File: config.mk
export PLATFORM = sky130hd
export DESIGN_NAME = optb_prot_unit
export DESIGN_NICKNAME = d
export VERILOG_FILES = /design/src/rtl/optb_pkg.sv /design/src/rtl/optb_pair_decode.sv /design/src/rtl/optb_latch.sv /design/src/rtl/optb_seq.sv /design/src/rtl/optb_prot_unit.sv
export SDC_FILE = /design/constraint.sdc
export NUM_CORES = 1
export LEC_CHECK = 0
export BUFFER_PORTS_ARGS = -buffer_cell sky130_fd_sc_hd__buf_2
export CORE_MARGIN = 4
export CORE_UTILIZATION = 29
export CTS_BUF_LIST = sky130_fd_sc_hd__clkbuf_16
export CTS_CLUSTER_DIAMETER = 40
export CTS_CLUSTER_SIZE = 24
export DETAILED_ROUTE_END_ITERATION = 16
export GPL_TIMING_DRIVEN = 0
export PLACE_DENSITY = 0.65
export SKIP_CTS_REPAIR_TIMING = 1
export SLEW_MARGIN = 10
export SYNTH_ARGS = -nofsm -noshare
export SYNTH_HDL_FRONTEND = slang
export SYNTH_HIERARCHICAL = 1
export SYNTH_SLANG_ARGS = --single-unit
File: constraint.sdc
create_clock -name clk -period 3.2 [get_ports clk]
set_input_delay 0.48 -clock clk [delete_from_list [all_inputs] [get_ports clk]]
set_output_delay 0.48 -clock clk [all_outputs]
set_load 0.005 [all_outputs]
File: src/rtl/optb_pkg.sv
package optb_pkg;
    localparam int HW_W   = 16;
    localparam int BYTE_W = 8;

    localparam logic [BYTE_W-1:0] RD_OPEN_VAL  = 8'hA5;
    localparam logic [BYTE_W-1:0] MISMATCH_VAL = 8'h00;
    localparam logic [HW_W-1:0]   ERASED_HW    = 16'hFFFF;

    typedef enum logic [1:0] {
        ST_IDLE  = 2'd0,
        ST_ERASE = 2'd1,
        ST_WRITE = 2'd2
    } seq_state_t;

    function automatic logic [HW_W-1:0] pack_pair(input logic [BYTE_W-1:0] v);
        return {~v, v};
    endfunction
endpackage

File: src/rtl/optb_pair_decode.sv
module optb_pair_decode
    import optb_pkg::*;
(
    input  logic [HW_W-1:0]   hw,
    output logic [BYTE_W-1:0] val,
    output logic              ok
);
    logic paired;
    logic erased;

    always_comb begin
        paired = (hw[HW_W-1:BYTE_W] == ~hw[BYTE_W-1:0]);
        erased = (hw == ERASED_HW);
        ok     = paired || erased;
        val    = ok ? hw[BYTE_W-1:0] : MISMATCH_VAL;
    end
endmodule

File: src/rtl/optb_latch.sv
module optb_latch
    import optb_pkg::*;
#(
    parameter int NUM_WP = 4
) (
    input  logic                     clk,
    input  logic                     rst_n,
    input  logic                     latch_stb,
    input  logic [BYTE_W-1:0]        rd_val,
    input  logic                     rd_ok,
    input  logic [NUM_WP*BYTE_W-1:0] wp_val,
    input  logic [NUM_WP-1:0]        wp_ok,
    output logic                     rd_prot,
    output logic [NUM_WP*BYTE_W-1:0] wr_prot,
    output logic                     pair_err
);
    logic                     rd_prot_d;
    logic [NUM_WP*BYTE_W-1:0] wr_prot_d;
    logic                     err_d;

    always_comb begin
        rd_prot_d = !(rd_ok && (rd_val == RD_OPEN_VAL));
        wr_prot_d = ~wp_val;
        err_d     = !rd_ok || !(&wp_ok);
    end

    always_ff @(posedge clk or negedge rst_n) begin
        if (!rst_n) begin
            rd_prot  <= 1'b0;
            wr_prot  <= '0;
            pair_err <= 1'b0;
        end else if (latch_stb) begin
            rd_prot  <= rd_prot_d;
            wr_prot  <= wr_prot_d;
            pair_err <= err_d;
        end
    end
endmodule

File: src/rtl/optb_seq.sv
module optb_seq
    import optb_pkg::*;
(
    input  logic            clk,
    input  logic            rst_n,
    input  logic            abort,
    input  logic            dis_req,
    input  logic            pgm_ack,
    output logic            dis_busy,
    output logic            pgm_erase,
    output logic            pgm_write,
    output logic [HW_W-1:0] pgm_data
);
    seq_state_t state_q;
    seq_state_t state_d;

    always_comb begin
        state_d = state_q;
        if (abort) begin
            state_d = ST_IDLE;
        end else begin
            unique case (state_q)
                ST_IDLE:  if (dis_req) state_d = ST_ERASE;
                ST_ERASE: if (pgm_ack) state_d = ST_WRITE;
                ST_WRITE: if (pgm_ack) state_d = ST_IDLE;
                default:  state_d = ST_IDLE;
            endcase
        end
    end

    always_ff @(posedge clk or negedge rst_n) begin
        if (!rst_n) state_q <= ST_IDLE;
        else        state_q <= state_d;
    end

    always_comb begin
        dis_busy  = 1'b0;
        pgm_erase = 1'b0;
        pgm_write = 1'b0;
        pgm_data  = ERASED_HW;
        unique case (state_q)
            ST_IDLE: ;
            ST_ERASE: begin
                dis_busy  = 1'b1;
                pgm_erase = 1'b1;
            end
            ST_WRITE: begin
                dis_busy  = 1'b1;
                pgm_write = 1'b1;
                pgm_data  = pack_pair(RD_OPEN_VAL);
            end
            default: ;
        endcase
    end
endmodule

File: src/rtl/optb_prot_unit.sv
module optb_prot_unit
    import optb_pkg::*;
#(
    parameter int NUM_WP = 4
) (
    input  logic                     clk,
    input  logic                     rst_n,
    input  logic                     latch_stb,
    input  logic [15:0]              rd_hw,
    input  logic [NUM_WP*16-1:0]     wp_hw,
    input  logic                     dis_req,
    input  logic                     pgm_ack,
    output logic                     rd_prot,
    output logic [NUM_WP*8-1:0]      wr_prot,
    output logic                     pair_err,
    output logic                     dis_busy,
    output logic                     pgm_erase,
    output logic                     pgm_write,
    output logic [15:0]              pgm_data
);
    localparam int WP_VAL_W = NUM_WP * BYTE_W;

    logic [BYTE_W-1:0]   rd_val;
    logic                rd_ok;
    logic [WP_VAL_W-1:0] wp_val;
    logic [NUM_WP-1:0]   wp_ok;

    optb_pair_decode u_rd_dec (
        .hw  (rd_hw),
        .val (rd_val),
        .ok  (rd_ok)
    );

    for (genvar k = 0; k < NUM_WP; k++) begin : g_wp_dec
        optb_pair_decode u_wp_dec (
            .hw  (wp_hw[k*HW_W +: HW_W]),
            .val (wp_val[k*BYTE_W +: BYTE_W]),
            .ok  (wp_ok[k])
        );
    end

    optb_latch #(.NUM_WP(NUM_WP)) u_latch (
        .clk       (clk),
        .rst_n     (rst_n),
        .latch_stb (latch_stb),
        .rd_val    (rd_val),
        .rd_ok     (rd_ok),
        .wp_val    (wp_val),
        .wp_ok     (wp_ok),
        .rd_prot   (rd_prot),
        .wr_prot   (wr_prot),
        .pair_err  (pair_err)
    );

    optb_seq u_seq (
        .clk       (clk),
        .rst_n     (rst_n),
        .abort     (latch_stb),
        .dis_req   (dis_req),
        .pgm_ack   (pgm_ack),
        .dis_busy  (dis_busy),
        .pgm_erase (pgm_erase),
        .pgm_write (pgm_write),
        .pgm_data  (pgm_data)
    );
endmodule

==> qor.csv <==
metric,value,unit
Rel. slew slack,44.2,%
r2r setup slk,1.89,ns
H-tree Lvls,2,
final-report hold violation count,0,
Worst EP required,2.72,ns
CP peak stage delay,0.39,ns
Die H,102,um
Final HPWL DP,5260,um
power per cell area,365,mW/mm2
Critical-path top delay cell,dfrtp_1,
Final Power,1.29,mW
DR iter-0 viols,34,
worst vdd ir,0.180,mV
sw frac,26.9,%
Crit Path Category,reg2out,
post-synthesis sequential area ratio,34.9,%
Switching Power,347,uW
maximum buffer depth of the clock tree,2,
Antenna Cells,0,
Slew @ Worst Pin,0.838,ns
antenna-violating nets left,0,
worst r2r src,u_seq/state_q[1]$_DFFE_PN0P_,
Max-cap violations,0,
Seq cells post-synth,36,
Worst-Skew Late Latency,0.27,ns
I/O Buffers,129,
vias in the first global route,2246,
WL met2,3080,um
# clock sinks,36,
crit-path cells,inv_1 > ha_1 > inv_1 > buf_4 > buf_2,
gpl congestion,0.726,
DR vias/cell,4.36,
# fillers,874,
Area growth syn-to-layout,36.6,%
Post-synth EDFFs,0,
status,"finished, final reports clean",
first drt pass iteration count,4,
fmax,535,MHz
"Top cell by count, worst path",inv_1,
grt total ovfl,0,
"Distinct cells, synth",24,
# rows,34,
via count,2274,
CTS tree,built,
combinational power share,27.6,%
Starting Density,29.8,%
clock share of power,35.6,%
Die Area,0.0105,mm2
fin crit period,1.87,ns
wire per inst,12.3,um
"area leader, netlist",dfrtp_1,
"Avg Cell Area, Syn",9.60,um2
crit path max fanout,8,
WP data arrival,1.39,ns
RSZ-0062 raised after global routing,false,
clock root buffer,clkbuf_16,
gr usage total,11.7,%
final setup vio count,0,
initial antenna violation count,0,
Syn Std Cell Area,0.00258,mm2
top sig layer,met3,
Worst Setup End Kind,primary output,
sequential share of power,36.8,%
worst clock skew,0.000522,ns
cells after synthesis,269,
core box area,0.00868,mm2
Max Slew Vio Count,0,
FF-to-FF path depth,5,
DRT met1 WL,2750,um
share of cells above drive strength 1,40.4,%
clk slew on worst S/H paths,0.06,ns
I/O pin total,138,
reg-to-reg endpoint,u_seq/state_q[0]$_DFFE_PN0P_,
Residual DRC,0,
crit path launch type,flop,
Nets,501,
global-route wire length before repair,9960,um
setup TNS,0,ns
asr flop ratio synth,100,%
Num CTS Buffers,5,
Synth area leaders,"dfrtp_1 (35%), xnor2_1 (14%), mux2i_1 (13%)",
type of the worst min-delay path,in2async,
WP buf/inv,4,
YS warnings,6,
critical path's top delay family,buffers and inverters,
Die W,102,um
Routed WL,6410,um
prevailing post-synth register cell,dfrtp_1,
Final period util,58.4,%
largest net degree at the start of global routing,37,
met3 WL,579,um
Static Leak,1.74,nW
Synth top area share,34.9,%
commonest cells in the synthesized netlist,"inv_1 (40), xnor2_1 (40), dfrtp_1 (36), nor2b_1 (36), mux2i_1 (33)",
Cell Int Power,942,uW
layout by cell type (no fill, tap or decap), types with 4 or more instances in the layout:
master / instances
clkbuf_16: 5
conb_1: 8
a21oi_2: 5
dfrtp_1: 36
inv_1: 40
ha_1: 4
nor2b_2: 5
nor2b_1: 36
nor4_1: 15
buf_4: 15
buf_2: 129
nand4_1: 20
mux2i_1: 33
xnor2_1: 40
state kept, by name (all words and copies together) (netlist names):
name	cells
u_latch/wr_prot	32
u_latch/rd_prot	1
u_seq/state_q	2
u_latch/pair_err	1
layer usage:
layer	vias up	track usage [%]
li1	1161	-
met1	1022	14.4
met2	91	21.0
met3	0	3.21
met4	0	1.51
met5	-	0
power groups by stage:
stage | logic [mW] | registers (mW) | clock network, mW
floorplan | 0.206 | 0.481 | 0
global placement | 0.351 | 0.482 | 0
detailed placement | 0.358 | 0.482 | 0
CTS | 0.361 | 0.474 | 0.479
global route | 0.396 | 0.476 | 0.499
finish | 0.356 | 0.474 | 0.459
layout make-up:
cell class | instances | area, um2 | share of cell area, %
Clock inverter | 3 | 13.8 | 0.390
Clock buffer | 5 | 125 | 3.54
Inverter | 40 | 150 | 4.25
Buffer | 19 | 161 | 4.57
Sequential cell | 36 | 901 | 25.5
Timing Repair Buffer | 129 | 646 | 18.3
Tap cell | 108 | 135 | 3.83
Multi-Input combinational cell | 181 | 1400 | 39.6
worst reg2reg max path, delay by kind of cell (launching register included):
kind                       cells  cell delay, ns
adders and majority gates      1            0.22
buffers and inverters          1            0.09
AOI/OAI and AO/OA              1            0.21
muxes                          1            0.21
DFF                            1            0.37
and+or+nand+nor                1            0.12
worst max path at each step:
stage | start | slack (ns) | end | cells past startpoint
3_5_place_dp | rd_hw[4] | 1.24 | u_latch/rd_prot$_DFFE_PN0P_ | 7
2_1_floorplan | rd_hw[12] | 1.53 | u_latch/rd_prot$_DFFE_PN0P_ | 6
3_3_place_gp | rd_hw[4] | 1.27 | u_latch/rd_prot$_DFFE_PN0P_ | 7
6_report | u_seq/state_q[0]$_DFFE_PN0P_ | 1.33 | pgm_data[15] | 5
5_1_grt | u_seq/state_q[0]$_DFFE_PN0P_ | 1.22 | pgm_data[8] | 5
4_1_cts | u_seq/state_q[0]$_DFFE_PN0P_ | 1.30 | pgm_data[15] | 5
through the flow:
step	std cells	utilization [%]	setup WS, ns	hold slack (ns)	instance area, um2
after CTS	521	40.7	1.30	0.346	3530
after detailed placement	513	39.1	1.24	0.506	3390
after global placement	513	39.1	1.27	0.502	3390
final	521	40.7	1.33	0.311	3530
after floorplan	276	-	1.53	0.184	2610
after global routing	521	40.7	1.22	0.391	3530
logic make-up (layout without fill, tap and decap cells):
family / after synthesis / count (layout) / synth area share, %
AO/OA/AOI/OAI: 9 / 9 / 2.95
other: 1 / 8 / 0.145
multiplexers: 33 / 33 / 12.8
adder cells (fa/ha/maj): 4 / 4 / 1.94
XOR/XNOR: 40 / 40 / 13.6
flip-flops: 36 / 36 / 34.9
buffers and inverters: 59 / 196 / 12.1
AND/OR/NAND/NOR: 87 / 87 / 21.7
Power figures use the tool's default switching activity.
